File: config.mk
export PLATFORM = sky130hd
export DESIGN_NAME = ctl_decoder
export DESIGN_NICKNAME = d
export VERILOG_FILES = /design/src/rtl/ctl_decoder_pkg.sv /design/src/rtl/ctl_op_decode.sv /design/src/rtl/ctl_vector_drive.sv /design/src/rtl/ctl_decoder.sv
export SDC_FILE = /design/constraint.sdc
export NUM_CORES = 1
export LEC_CHECK = 0
export BUFFER_PORTS_ARGS = -buffer_cell sky130_fd_sc_hd__buf_2
export CORE_UTILIZATION = 35
export DETAILED_ROUTE_END_ITERATION = 12
export PLACE_DENSITY_LB_ADDON = 0.08
export SLEW_MARGIN = 20
export SYNTH_ARGS = -nofsm -noshare
export SYNTH_HDL_FRONTEND = slang
export SYNTH_SLANG_ARGS = --single-unit
File: constraint.sdc
create_clock -name vclk -period 1.7
set_input_delay 0.34 -clock vclk [all_inputs]
set_output_delay 0.34 -clock vclk [all_outputs]
set_load 0.005 [all_outputs]
File: src/rtl/ctl_decoder_pkg.sv
package ctl_decoder_pkg;

  localparam int OP_W    = 6;
  localparam int FN_W    = 6;
  localparam int ALUFN_W = 5;
  localparam int PCSEL_W = 3;
  localparam int SEL2_W  = 2;

  // next-PC sources
  localparam logic [PCSEL_W-1:0] PC_SEQ     = 3'd0;
  localparam logic [PCSEL_W-1:0] PC_BRANCH  = 3'd1;
  localparam logic [PCSEL_W-1:0] PC_JIMM    = 3'd2;
  localparam logic [PCSEL_W-1:0] PC_JREG    = 3'd3;
  localparam logic [PCSEL_W-1:0] PC_RESET   = 3'd4;
  localparam logic [PCSEL_W-1:0] PC_ILLEGAL = 3'd5;
  localparam logic [PCSEL_W-1:0] PC_IRQ     = 3'd6;

  // write address sources
  localparam logic [SEL2_W-1:0] WA_RD  = 2'd0;
  localparam logic [SEL2_W-1:0] WA_RT  = 2'd1;
  localparam logic [SEL2_W-1:0] WA_R31 = 2'd2;
  localparam logic [SEL2_W-1:0] WA_R27 = 2'd3;

  // write data sources
  localparam logic [SEL2_W-1:0] WD_LINK = 2'd0;
  localparam logic [SEL2_W-1:0] WD_ALU  = 2'd1;
  localparam logic [SEL2_W-1:0] WD_MEM  = 2'd2;

  // A operand sources
  localparam logic [SEL2_W-1:0] A_RS      = 2'd0;
  localparam logic [SEL2_W-1:0] A_SHAMT   = 2'd1;
  localparam logic [SEL2_W-1:0] A_SIXTEEN = 2'd2;

  // ALU function codes {subtract, mode[1:0], shift, arith}
  localparam logic [ALUFN_W-1:0] FN_ADD  = 5'b00001;
  localparam logic [ALUFN_W-1:0] FN_SUB  = 5'b10001;
  localparam logic [ALUFN_W-1:0] FN_AND  = 5'b00000;
  localparam logic [ALUFN_W-1:0] FN_OR   = 5'b00100;
  localparam logic [ALUFN_W-1:0] FN_XOR  = 5'b01000;
  localparam logic [ALUFN_W-1:0] FN_NOR  = 5'b01100;
  localparam logic [ALUFN_W-1:0] FN_SLL  = 5'b00010;
  localparam logic [ALUFN_W-1:0] FN_SRL  = 5'b01010;
  localparam logic [ALUFN_W-1:0] FN_SRA  = 5'b01110;
  localparam logic [ALUFN_W-1:0] FN_SLT  = 5'b10011;
  localparam logic [ALUFN_W-1:0] FN_SLTU = 5'b10111;

  // major opcodes
  localparam logic [OP_W-1:0] OP_SPECIAL = 6'b000000;
  localparam logic [OP_W-1:0] OP_J       = 6'b000010;
  localparam logic [OP_W-1:0] OP_JAL     = 6'b000011;
  localparam logic [OP_W-1:0] OP_BEQ     = 6'b000100;
  localparam logic [OP_W-1:0] OP_BNE     = 6'b000101;
  localparam logic [OP_W-1:0] OP_LUI     = 6'b001111;
  localparam logic [OP_W-1:0] OP_LW      = 6'b100011;
  localparam logic [OP_W-1:0] OP_SW      = 6'b101011;
  localparam logic [2:0]      IMM_GROUP  = 3'b001;

  // function-field groups under OP_SPECIAL
  localparam logic [2:0] FG_SHIFT = 3'b000;
  localparam logic [2:0] FG_JREG  = 3'b001;
  localparam logic [2:0] FG_ALU   = 3'b100;
  localparam logic [2:0] FG_CMP   = 3'b101;

  typedef struct packed {
    logic                 legal;
    logic                 isBranch;
    logic                 brOnEq;
    logic                 isJumpImm;
    logic                 isJumpReg;
    logic                 regWrite;
    logic                 memWrite;
    logic [SEL2_W-1:0]    waSel;
    logic [SEL2_W-1:0]    wdSel;
    logic [SEL2_W-1:0]    aSel;
    logic                 bSel;
    logic                 sext;
    logic [ALUFN_W-1:0]   aluFn;
  } ctlStrobes_t;

endpackage

File: src/rtl/ctl_op_decode.sv
module ctl_op_decode
  import ctl_decoder_pkg::*;
(
  input  logic [OP_W-1:0] opcode,
  input  logic [FN_W-1:0] funct,
  output ctlStrobes_t     strobes
);

  ctlStrobes_t special;
  ctlStrobes_t immOp;

  // function-field decode for opcode 000000
  always_comb begin
    special       = '0;
    special.legal = 1'b1;
    special.waSel = WA_RD;
    special.wdSel = WD_ALU;
    unique case (funct[5:3])
      FG_ALU: begin
        special.regWrite = 1'b1;
        unique case (funct[2:0])
          3'b000, 3'b001: special.aluFn = FN_ADD;
          3'b010, 3'b011: special.aluFn = FN_SUB;
          3'b100:         special.aluFn = FN_AND;
          3'b101:         special.aluFn = FN_OR;
          3'b110:         special.aluFn = FN_XOR;
          default:        special.aluFn = FN_NOR;
        endcase
      end
      FG_SHIFT: begin
        special.regWrite = 1'b1;
        special.aSel     = funct[2] ? A_RS : A_SHAMT;
        unique case (funct[1:0])
          2'b00:   special.aluFn = FN_SLL;
          2'b10:   special.aluFn = FN_SRL;
          2'b11:   special.aluFn = FN_SRA;
          default: special.legal = 1'b0;
        endcase
      end
      FG_CMP: begin
        special.regWrite = 1'b1;
        special.aluFn    = funct[0] ? FN_SLTU : FN_SLT;
        special.legal    = (funct[2:1] == 2'b01);
      end
      FG_JREG: begin
        special.isJumpReg = 1'b1;
        special.wdSel     = WD_LINK;
        special.regWrite  = funct[0];
        special.legal     = (funct[2:1] == 2'b00);
      end
      default: special.legal = 1'b0;
    endcase
  end

  // ALU-with-immediate group, opcodes 001xxx
  always_comb begin
    immOp          = '0;
    immOp.legal    = 1'b1;
    immOp.regWrite = 1'b1;
    immOp.waSel    = WA_RT;
    immOp.wdSel    = WD_ALU;
    immOp.bSel     = 1'b1;
    unique case (opcode[2:0])
      3'b000, 3'b001: begin immOp.aluFn = FN_ADD;  immOp.sext = 1'b1; end
      3'b010:         begin immOp.aluFn = FN_SLT;  immOp.sext = 1'b1; end
      3'b011:         begin immOp.aluFn = FN_SLTU; immOp.sext = 1'b1; end
      3'b100:         immOp.aluFn = FN_AND;
      3'b101:         immOp.aluFn = FN_OR;
      3'b110:         immOp.aluFn = FN_XOR;
      default: begin
        immOp.aluFn = FN_SLL;
        immOp.aSel  = A_SIXTEEN;
      end
    endcase
  end

  // major opcode dispatch
  always_comb begin
    strobes       = '0;
    strobes.legal = 1'b1;
    if (opcode == OP_SPECIAL) begin
      strobes = special;
    end else if (opcode[5:3] == IMM_GROUP) begin
      strobes = immOp;
    end else begin
      unique case (opcode)
        OP_J:   strobes.isJumpImm = 1'b1;
        OP_JAL: begin
          strobes.isJumpImm = 1'b1;
          strobes.regWrite  = 1'b1;
          strobes.waSel     = WA_R31;
          strobes.wdSel     = WD_LINK;
        end
        OP_BEQ, OP_BNE: begin
          strobes.isBranch = 1'b1;
          strobes.brOnEq   = ~opcode[0];
          strobes.aluFn    = FN_SUB;
          strobes.sext     = 1'b1;
        end
        OP_LW: begin
          strobes.aluFn    = FN_ADD;
          strobes.sext     = 1'b1;
          strobes.bSel     = 1'b1;
          strobes.waSel    = WA_RT;
          strobes.wdSel    = WD_MEM;
          strobes.regWrite = 1'b1;
        end
        OP_SW: begin
          strobes.aluFn    = FN_ADD;
          strobes.sext     = 1'b1;
          strobes.bSel     = 1'b1;
          strobes.memWrite = 1'b1;
        end
        default: strobes.legal = 1'b0;
      endcase
    end
  end

  // constant-16 A operand only for load upper
  always_comb begin
    if (strobes.legal && strobes.aSel == A_SIXTEEN)
      a_r8_sixteen_only_lui: assert (opcode == OP_LUI)
        else $error("a_r8_sixteen_only_lui");
  end

  // memory read data is written back only by a load that adds
  always_comb begin
    if (strobes.legal && strobes.wdSel == WD_MEM)
      a_r9_memdata_from_load: assert (opcode == OP_LW && strobes.aluFn == FN_ADD && strobes.regWrite)
        else $error("a_r9_memdata_from_load");
  end

endmodule

File: src/rtl/ctl_vector_drive.sv
module ctl_vector_drive
  import ctl_decoder_pkg::*;
(
  input  ctlStrobes_t         strobes,
  input  logic                aluZero,
  input  logic                rstSync,
  input  logic                irqSync,
  output logic [PCSEL_W-1:0]  pcSel,
  output logic                sextEn,
  output logic [SEL2_W-1:0]   waSel,
  output logic [SEL2_W-1:0]   wdSel,
  output logic [ALUFN_W-1:0]  aluFn,
  output logic                memWr,
  output logic                regWr,
  output logic [SEL2_W-1:0]   aSel,
  output logic                bSel
);

  logic branchTaken;
  assign branchTaken = strobes.isBranch && (aluZero == strobes.brOnEq);

  always_comb begin
    pcSel  = PC_SEQ;
    sextEn = strobes.sext;
    waSel  = strobes.waSel;
    wdSel  = strobes.wdSel;
    aluFn  = strobes.aluFn;
    memWr  = strobes.memWrite;
    regWr  = strobes.regWrite;
    aSel   = strobes.aSel;
    bSel   = strobes.bSel;
    if (rstSync || irqSync || !strobes.legal) begin
      sextEn = 1'b0;
      aluFn  = '0;
      memWr  = 1'b0;
      aSel   = A_RS;
      bSel   = 1'b0;
      wdSel  = WD_LINK;
      if (rstSync) begin
        pcSel = PC_RESET;
        waSel = WA_RD;
        regWr = 1'b0;
      end else begin
        pcSel = irqSync ? PC_IRQ : PC_ILLEGAL;
        waSel = WA_R27;
        regWr = 1'b1;
      end
    end else if (strobes.isJumpReg) begin
      pcSel = PC_JREG;
    end else if (strobes.isJumpImm) begin
      pcSel = PC_JIMM;
    end else if (branchTaken) begin
      pcSel = PC_BRANCH;
    end
  end

  always_comb begin
    if (rstSync)
      a_r1_reset_quiet: assert (pcSel == PC_RESET && !regWr && !memWr)
        else $error("a_r1_reset_quiet");
  end

  always_comb begin
    if (!rstSync && irqSync)
      a_r2_irq_links_r27: assert (pcSel == PC_IRQ && waSel == WA_R27 && wdSel == WD_LINK && regWr)
        else $error("a_r2_irq_links_r27");
  end

  always_comb begin
    if (pcSel == PC_ILLEGAL)
      a_r3_trap_only_unsupported: assert (!strobes.legal && waSel == WA_R27 && regWr && !memWr)
        else $error("a_r3_trap_only_unsupported");
  end

  always_comb begin
    a_r10_single_write: assert (!(memWr && regWr))
      else $error("a_r10_single_write");
  end

  always_comb begin
    if (pcSel == PC_BRANCH)
      a_r11_branch_condition: assert (strobes.isBranch && aluZero == strobes.brOnEq && !regWr)
        else $error("a_r11_branch_condition");
  end

endmodule

File: src/rtl/ctl_decoder.sv
module ctl_decoder
  import ctl_decoder_pkg::*;
(
  input  logic [5:0] opcode,
  input  logic [5:0] funct,
  input  logic       aluZero,
  input  logic       rstSync,
  input  logic       irqSync,
  output logic [2:0] pcSel,
  output logic       sextEn,
  output logic [1:0] waSel,
  output logic [1:0] wdSel,
  output logic [4:0] aluFn,
  output logic       memWr,
  output logic       regWr,
  output logic [1:0] aSel,
  output logic       bSel
);

  ctlStrobes_t strobes;

  ctl_op_decode u_decode (
    .opcode  (opcode),
    .funct   (funct),
    .strobes (strobes)
  );

  ctl_vector_drive u_drive (
    .strobes (strobes),
    .aluZero (aluZero),
    .rstSync (rstSync),
    .irqSync (irqSync),
    .pcSel   (pcSel),
    .sextEn  (sextEn),
    .waSel   (waSel),
    .wdSel   (wdSel),
    .aluFn   (aluFn),
    .memWr   (memWr),
    .regWr   (regWr),
    .aSel    (aSel),
    .bSel    (bSel)
  );

endmodule

### After elaboration in Yosys (flattened, before gate mapping)

Cells that the tools add are included.

* equal/unequal tests: 26
* multiplexer cells: 43
* reduce and logical (&&, ||, !) cells: 22
* bitwise gates (word level): 1

Operators with widths (number)
* $pmux W5 S6: 1
* $pmux W5 S5: 1
* $eq A3 B3 Y1 const B: 8
* $mux W20: 1
* $mux W2: 9
* $mux W1: 16
* $mux W3: 5
* $pmux W5 S3: 1
* $reduce_or A2 Y1: 7
* $eq A3 B1 Y1 const B: 4
* $eq A3 B2 Y1 const B: 4
* $eq A6 B2 Y1 const B: 2
* $eq A6 B3 Y1 const B: 2
* $eq A6 B6 Y1 const B: 2
* $pmux W4 S3: 1
* $pmux W6 S2: 1
* $logic_not A3 Y1: 3
* $pmux W4 S2: 1
* $mux W7: 1
* $reduce_or A7 Y1: 1
* $logic_not A6 Y1: 1
* $mux W6: 1
* $reduce_or A3 Y1: 2
* $reduce_or A6 Y1: 1
* 13 further kinds: 16

* output and inout port bits: 18
* input port bits: 15
* flip-flop bits (word level): 0
* word-level logic and storage cells: 92

### Longest topological paths before layout

Gate-level depths: netlist of the first run.

* depth in word-level cells: 11
* mapped depth: 7
* mapped depth without buffers: 6

### Cells and area by module

Synthesis of the first run repeated with hierarchy kept, for this count alone.

* cells, all modules: 105
* area, all modules: 654.4 sq um

Modules (own cells, without submodules)
* ctl_op_decode: cells each 77, area each 480.5 sq um, times used 1, seq. area each 0.0 sq um
* ctl_vector_drive: cells each 28, area each 173.9 sq um, times used 1, seq. area each 0.0 sq um

### Worst setup path after synthesis of the first run

No wires, ideal clock.

* path kind: input -> output
* from: input opcode[5]
* to: output aSel[0]
* path buffers: 1
* arrival time: 1.422 ns
* path slack: -0.062 ns
* data required time: 1.360 ns
* cell stages on the path: 5
* cell sequence: buf_6 > nor4_4 > nand3b_2 > or4_1 > nor2_1

* cells in the longest elaborated chain, start to end: 8
* elaborated cells between the ends (all ways): 16
* classes of those cells: eq/ne (7); mux (5); reduce/logical (4)

Ends and longest elaborated chain
* start: declaration: line ctl_decoder.sv:4 `input logic [5:0] opcode,`
* $eq A6 B2 Y1, or another cell as far along: line ctl_op_decode.sv:86 `unique case (opcode)`
* $reduce_or A6 Y1 (no source line)
* $mux W1: line ctl_op_decode.sv:86
* $mux W4: line ctl_op_decode.sv:83 `end else if (opcode[5:3] == IMM_GROUP) begin`
* $mux W20 (*): line ctl_op_decode.sv:81 `if (opcode == OP_SPECIAL) begin`
* $logic_not A1 Y1: line ctl_vector_drive.sv:32 `if (rstSync || irqSync || !strobes.legal) begin`
* $logic_or A1 B1 Y1: line ctl_vector_drive.sv:32
* $mux W2 (*): line ctl_vector_drive.sv:32
* end: declaration: line ctl_decoder.sv:16 `output logic [1:0] aSel,`

Mark *: on every way between the ends. The rest lies on a longest branch, timed or not.

### Worst setup path in the final report of the first run

* from: input funct[3]
* to: output aluFn[0]

* cells in the longest elaborated chain, start to end: 6
* elaborated cells between the ends (all ways): 10
* classes of those cells: eq/ne (3); mux (4); reduce/logical (3)

Ends and longest elaborated chain
* start: declaration: line ctl_decoder.sv:5 `input logic [5:0] funct,`
* $eq A3 B1 Y1, or another cell as far along: line ctl_op_decode.sv:18 `unique case (funct[5:3])`
* $pmux W1 S4: line ctl_op_decode.sv:18
* $mux W20 (*): line ctl_op_decode.sv:81
* $logic_not A1 Y1: line ctl_vector_drive.sv:32
* $logic_or A1 B1 Y1: line ctl_vector_drive.sv:32
* $mux W5 (*): line ctl_vector_drive.sv:32
* end: declaration: line ctl_decoder.sv:13 `output logic [4:0] aluFn,`

Marks and branches as above.

==> impl_metrics.yaml, run 1 <==
outcome:
  status: "complete, but fails checks"
  violations: "negative setup slack"
drt:
  wl_per_cell_um: 13.4
  wirelength_um: 2340
  drtIter0Drc: 20
  ant_nets: 0
  drtPass1Iterations: 4
  drc: 0
  viasPerCell: 5.66
  num_vias: 991
finish:
  area_growth_pct: 104
  layout.nets: 176
  insertedDiodeCount: 0
  drive_gt1_share_pct: 57.9
  seq_cell_count: 0
  clock_buffers: 0
  stdcell_area_sq_mm: 0.00120
  stdcell_count: 175
  register_area_sq_um: 0
sta:
  period_share_pct: 113
  hold_viol: 0
  worst_pin_slew_ps: 336
  final-max-slew-violation-count: 0
  rsz0062_at_grt: "true"
  period_needed_ps: 1920
  setup_violations: 18
  slew_headroom_pct: 77.5
  layout_setup_ws_ps: -218
  clock.fmax_mhz: 521
floorplanning:
  placement_rows: 14
  ios: 33
  core-area_sq_mm: 0.00154
  die_height_um: 43.0
  dieArea_sq_mm: 0.00185
  die_w_um: 43.0
  initial_utilization_pct: 38.2
power_and_ir_drop:
  p_per_area_mw_per_mm2: 198
  leakage_nw: 0.548
  peakVddDrop_uv: 120
  p_total_mw: 0.237
synthesis:
  synth-adder-area-share_pct: 0
  synth_compound_area_share_pct: 35.2
  synthesis.nets: 113
  synthCells: 98
  synth-simple-area-share_pct: 53.1
  ys.warnings.count: 0
  synth_area_per_cell_sq_um: 6.01
  synth_top_family_by_area: "simple AND/OR/NAND/NOR gates"
  synthMuxAreaShare_pct: 0
  synth_area_sq_um: 589
  synth_cell_types: 39
  synthXorXnorAreaFrac_pct: 2.97
  ys_seq_area_share_pct: 0
grt:
  grt_pass1_vias: 893
  grt_pass1_wl_um: 3930
  grt_use_total_pct: 26.5
  grt_overflow: 0
  antenna_found_initial: 0
  grt_max_degree: 14
setup_path:
  critical_path_arrival_ps: 1580
  worstSetupStartpointType: "primary input"
  cp.required_ps: 1360
  critPathKind: "in2out"
  cp-end-kind: "primary output"
  critPathMaxFanout: 8
flow_run:
  cap_violations: 0
placed_design:
  preCtsSetupSlack_ps: -277
  dpl_cell_area_sq_um: 988
  hpwl_um: 1670
  gp_congestion: 0.838
  port_buffers: 33
  numPlacedInstances: 169
hold_path:
  hold_path_class: "in2out"
==> logic make-up (layout without fill, tap and decap cells) <==
kind of cell / after synthesis / after routing
AOI/OAI and AO/OA: 32 / 32
xor gates and xnor gates: 2 / 2
buffers and inverters: 10 / 71
and+or+nand+nor: 54 / 54
==> where the power goes <==
group / total [mW] / internal [mW] / switching, mW
sequential: 0 / 0 / 0
combinational: 0.237 / 0.123 / 0.114
clock: 0 / 0 / 0
==> cell usage after synthesis, drive strengths merged, types with 3 or more instances <==
master	number	area, sq um
a21oi	11	55.1
nand3	4	20.0
nand2	4	15.0
a211oi	3	32.5
nor3	7	35.0
nand2b	4	25.0
inv	4	20.0
o21ai	7	35.0
nor4	4	40.0
nor2	16	60.1
clkbuf	4	15.0
nand4	3	18.8
==> through the flow <==
step / setup TNS, ps / util, % / hold slack, ps
6_report: -2940 / 77.8 / 1030
5_1_grt: -4220 / 77.8 / 1060
4_1_cts: -2970 / 74.9 / 1040
3_5_place_dp: -4030 / 64.1 / 1020
3_3_place_gp: -3860 / 64.1 / 1020
2_1_floorplan: -47.5 / - / 698
==> layout by cell type, fill, tap and decap left out, types with 3 or more instances in the layout <==
cell type	instances
nor3_1	4
nor2_1	13
a21oi_2	5
buf_6	6
buf_2	23
nand2b_1	4
o21ai_0	4
nand2_1	4
nand4_1	3
nor3_2	3
a21oi_1	6
buf_4	34
buf_8	3
nand3_1	4
==> final cells by class <==
cell class	instances	area [sq um]
inverters	4	22.5
repair buffers	67	503
fillers	131	342
well taps	16	20.0
multi-input cells	88	654
==> worst max-delay path, cell delays in order <==
cell and delay, ps:
buf_8 110, buf_4 120, a21oi_1 140, a31o_1 230, and4_4 310, inv_8 60, a211oi_2 130, buf_2 130
==> final timing paths <==
path / startpoint / end / slack, ps / depth (start not counted)
max: funct[3] / aluFn[0] / -220 / 8
min: irqSync / pcSel[1] / 1030 / 4
==> per-layer routing <==
| metal | part of all wire (%) | GRT usage (%) | up-vias |
|---|---|---|---|
| li1 | - | - | 499 |
| met1 | 44 | 34.7 | 457 |
| met2 | 50 | 48.2 | 33 |
| met3 | 5.0 | 1.70 | 2 |
| met4 | 0.68 | 3.64 | 0 |
| met5 | 0 | 0 | - |
==> what timing repair did <==
action | in CTS | in global routing
gates cloned | 0 | 0
pin swaps | 18 | 13
hold buffers | 0 | 0
gates resized for setup | 35 | 11
endpoints found under the setup margin | 18 | 18
setup buffers | 5 | 1
(Power assumes the default switching activity.)
==> inputs of run 2 (changes only) <==
Settings changed: CORE_UTILIZATION 35 to 40, SETUP_SLACK_MARGIN set to 0.05, SLEW_MARGIN 20 to unset.
==> impl_metrics.yaml, run 2 <==
outcome:
  status: "aborted with a tool error"
  stop_stage: "5_1_grt"
  first-error: "[ERROR DPL-0038] Utilization greater than 100%, impossible to legalize"
synthesis:
  synth_most_common_cell: "nor2_1"
  ys_top_cells_by_count: "nor2_1, a21oi_1, nor3_1, o21ai_0"
  synthCells: 98
  synth_cell_types: 39
  synth_area_leaders: "nor2_1, a21oi_1, nor3_1"
  ys.warnings.count: 0
  synth_top_cell_by_area: "nor2_1"
  ys_seq_area_share_pct: 0
  synth_area_sq_um: 589
  synth_top_area_share_pct: 10.2
  synthesis.nets: 113
  synth_area_per_cell_sq_um: 6.01
grt:
  grt_max_degree: 14
sta:
  grt_worst_setup_endpoint: "sextEn"
  endpoint_type: "output port"
floorplanning:
  ios: 33
  placement_rows: 13
  initial_utilization_pct: 44.2
  die_w_um: 40.4
  die_height_um: 40.4
placed_design:
  port_buffers: 33
  hpwl_um: 1990
  gp_congestion: 0.894
cts:
  cts_hold_buf: 0
-- run 2: cell counts after synthesis --
Identical to the previous run, type by type.
-- run 2: repair_timing --
action,CTS
pin swaps,14
endpoints found under the setup margin,18
hold endpoints to repair,0
gates resized for setup,22
buffers inserted,8
-- run 2: stage by stage --
step                      area, sq um  setup slack [ps]  std cells  TNS [ps]
after CTS                        1190              -216        180     -3060
after detailed placement         1050              -312        172     -4580
after global placement           1050              -273        172     -4010
after floorplan                   663             -11.8         98     -11.8
-- run 2: kinds of logic after synthesis --
family / after synthesis / share of synthesized area (%)
and+or+nand+nor: 54 / 53.1
AOI/OAI and AO/OA: 32 / 35.2
xor gates and xnor gates: 2 / 2.97
buffers and inverters: 10 / 8.70
==> inputs of run 3 (changes only) <==
Settings changed: CORE_AREA set to 2 2 63 65, CORE_UTILIZATION 40 to unset, DIE_AREA set to 0 0 65 67, PLACE_DENSITY_LB_ADDON 0.08 to 0.15, SETUP_SLACK_MARGIN 0.05 to unset.
Clock period 1.7 ns to 2.21 ns, I/O delays scaled along.
==> impl_metrics.yaml, run 3 (same netlist as run 1, synthesis figures left out) <==
flow_run:
  cap_violations: 0
cts:
  cts_hold_buf: 0
setup_path:
  critPathMaxFanout: 8
  worstSetupStartpointType: "primary input"
  cp.required_ps: 1770
  critical_path_arrival_ps: 1700
  critPathKind: "in2out"
  cp-end-kind: "primary output"
  worstSetupStartpoint: "funct[5]"
drt:
  wirelength_um: 2420
  viasPerCell: 4.55
  drc: 0
  num_vias: 892
  drtPass1Iterations: 4
  wl_per_cell_um: 12.4
  drtIter0Drc: 21
  ant_nets: 0
finish:
  drive_gt1_share_pct: 50.7
  layout.nets: 165
  final_common_cell: "buf_2"
  register_area_sq_um: 0
  nFillCells: 423
  clock_buffers: 0
  insertedDiodeCount: 0
  final_cell_mix: "buf_2, buf_4, nor2_1, a21oi_1, o21ai_0"
  area_growth_pct: 77.3
  seq_cell_count: 0
sta:
  fin_tns_setup_ps: 0
  period_needed_ps: 2140
  setup_violations: 0
  rsz0062_at_grt: "true"
  hold_viol: 0
  worst_pin_slew_ps: 361
  clock.fmax_mhz: 467
  slew_headroom_pct: 75.3
  layout_setup_ws_ps: 68.4
  period_share_pct: 96.9
  final-max-slew-violation-count: 0
grt:
  grt_pass1_wl_um: 3860
  grt_max_degree: 12
  grt_pass1_vias: 798
  grt_use_total_pct: 10.9
  antenna_found_initial: 0
  grt_overflow: 0
placed_design:
  gp_congestion: 0.789
  preCtsSetupSlack_ps: -72.6
  port_buffers: 33
  hpwl_um: 1960
floorplanning:
  ios: 33
  dieArea_sq_mm: 0.00436
  core-area_sq_mm: 0.00361
  die_w_um: 65
  initial_utilization_pct: 16.3
  die_height_um: 67
  placement_rows: 22
power_and_ir_drop:
  intPower_mw: 0.0683
  leakage_nw: 0.452
  clock_power_share_pct: 0
  power_frac_seq_pct: 0
  peakVddDrop_uv: 50.3
  switchingPower_mw: 0.0797
  p_per_area_mw_per_mm2: 142
  pwr-share-comb_pct: 100.0
  sw_frac_of_total_pct: 53.9
outcome:
  status: "completed"
hold_path:
  hp-start: "rstSync"
  hold_path_class: "in2out"
## run 3: cell type report
cell class                 count  area [sq um]  share of cell area [%]
multi-input combinational     88           612                    58.6
inverter                       4          22.5                    2.16
tap                           48          60.1                    5.75
timing repair buffer          56           350                    33.5
## run 3: metal layers
metal	track usage, %	vias up	wire length (um)
met5	0	-	0
met4	0	0	0
met3	0.338	0	96
met2	19.1	22	1140
met1	15.7	401	1190
li1	-	469	-
## run 3: power by group through the flow
| stage | sequential (mW) | clock (mW) | combinational [mW] |
|---|---|---|---|
| 2_1_floorplan | 0 | 0 | 0.0656 |
| 3_3_place_gp | 0 | 0 | 0.132 |
| 3_5_place_dp | 0 | 0 | 0.131 |
| 4_1_cts | 0 | 0 | 0.139 |
| 5_1_grt | 0 | 0 | 0.163 |
| 6_report | 0 | 0 | 0.148 |
## run 3: what timing repair did
action                                  CTS  global route
gates resized for setup                   4            16
endpoints found under the setup margin   16            18
pin swaps                                 5             9
setup buffers                             2             2
gates cloned                              0             0
## run 3: critical path, cell delays in order
cell	delay (ps)
buf_2	110
inv_1	60
or3_1	380
a31o_4	250
and4_4	180
inv_8	90
nor2_1	60
buf_2	120
## run 3: metrics by stage
step	util (%)	instance area (sq um)	total power, mW	cells	hold WS (ps)
2_1_floorplan	-	589	0.0656	98	912
3_3_place_gp	25.7	926	0.132	192	1180
5_1_grt	29.0	1040	0.163	196	1200
4_1_cts	26.8	967	0.139	194	1190
6_report	29.0	1040	0.148	196	1180
3_5_place_dp	25.7	926	0.131	192	1180
## run 3: worst paths after layout
check	endpoint	cells past startpoint	slack, ps
worst max-delay path	aluFn[3]	8	70
worst min-delay path	waSel[0]	3	1180
==> inputs of run 4 (changes only) <==
==> constraint.sdc (replaced) <==
create_clock -name vclk -period 2.21
set_input_delay 0.221 -clock vclk [all_inputs]
set_output_delay 0.221 -clock vclk [all_outputs]
set_load 0.005 [all_outputs]
==> impl_metrics.yaml, run 4 (same netlist as run 1, synthesis figures left out) <==
outcome:
  status: "completed"
grt:
  grt_use_total_pct: 10.1
  grt_pass1_wl_um: 3610
  grt_overflow: 0
  antenna_found_initial: 0
  grt_max_degree: 18
  grt_pass1_vias: 735
drt:
  wl_met2_um: 991
  wirelength_um: 2200
  highest_layer: "met3"
  wl_per_cell_um: 12.7
  ant_nets: 0
  num_vias: 827
  viasPerCell: 4.78
  wl_met1_um: 1070
  dr_wl_met3_um: 135
  drtPass1Iterations: 4
  drtIter0Drc: 46
  drc: 0
finish:
  area_growth_pct: 32.9
  register_area_sq_um: 0
  seq_cell_count: 0
  drive_gt1_share_pct: 32.0
  final_common_cell: "buf_2"
  layout.nets: 142
  final_cell_mix: "buf_2, nor2_1, a21oi_1, o21ai_0, nor3_1"
  insertedDiodeCount: 0
  clock_buffers: 0
power_and_ir_drop:
  peakVddDrop_uv: 42.0
  p_per_area_mw_per_mm2: 138
  leakage_nw: 0.319
sta:
  slew_headroom_pct: 75.5
  period_needed_ps: 1930
  hold_viol: 0
  fin_tns_setup_ps: 0
  fin_hold_ws_ps: 735
  rsz0062_at_grt: "false"
  layout_setup_ws_ps: 278
  setup_violations: 0
  clock.fmax_mhz: 518
  worst_pin_slew_ps: 358
  final-max-slew-violation-count: 0
  period_share_pct: 87.4
placed_design:
  hpwl_um: 1750
  gp_congestion: 0.754
  port_buffers: 33
  preCtsSetupSlack_ps: 316
setup_path:
  cp.required_ps: 1990
  worstSetupStartpointType: "primary input"
  critPathKind: "in2out"
  critical_path_arrival_ps: 1710
  critPathMaxFanout: 12
  worstSetupStartpoint: "opcode[0]"
  cp-end-kind: "primary output"
flow_run:
  cap_violations: 0
hold_path:
  hp-start: "rstSync"
  hold_path_class: "in2out"
cts:
  cts_hold_buf: 0
  post_cts_buffers: 0
  post_cts_resized: 0
floorplanning:
  dieArea_sq_mm: 0.00436
  die_height_um: 67
  placement_rows: 22
  core-area_sq_mm: 0.00361
  initial_utilization_pct: 16.3
  die_w_um: 65
  ios: 33
run 4: final cells by class:
type | instances | area (sq um)
fill | 418 | 2820
timing repair buffer | 33 | 165
inverter | 4 | 20.0
multi-input combinational | 88 | 538
tap | 48 | 60.1
run 4: layer usage:
metal | vias up | track usage, %
li1 | 423 | -
met1 | 372 | 15.6
met2 | 32 | 16.0
met3 | 0 | 0.676
met4 | 0 | 0
met5 | - | 0
run 4: path summary, 6_finish.rpt:
path	to	slack, ps	depth (start not counted)
hold / removal	waSel[0]	740	3
setup / recovery	wdSel[0]	280	7
run 4: worst max-delay path: stages:
cell	delay [ps]
buf_2	210
nor2b_2	250
nand2_1	130
o211ai_1	180
nand4_1	290
nor3_1	280
buf_2	150
run 4: power breakdown:
| group | leakage, nW | internal, mW | total, mW | switching, mW |
|---|---|---|---|---|
| Combinational | 0.319 | 0.0409 | 0.108 | 0.0675 |
| Clock | 0 | 0 | 0 | 0 |
| Sequential | 0 | 0 | 0 | 0 |
| Total | 0.319 | 0.0409 | 0.108 | 0.0675 |
run 4: per-stage QoR:
stage / cell area (sq um) / total power, mW / utilization, % / std cells
floorplan: 589 / 0.0656 / - / 98
global placement: 783 / 0.108 / 21.7 / 173
detailed placement: 783 / 0.108 / 21.7 / 173
CTS: 783 / 0.108 / 21.7 / 173
global route: 783 / 0.121 / 21.7 / 173
finish: 783 / 0.108 / 21.7 / 173
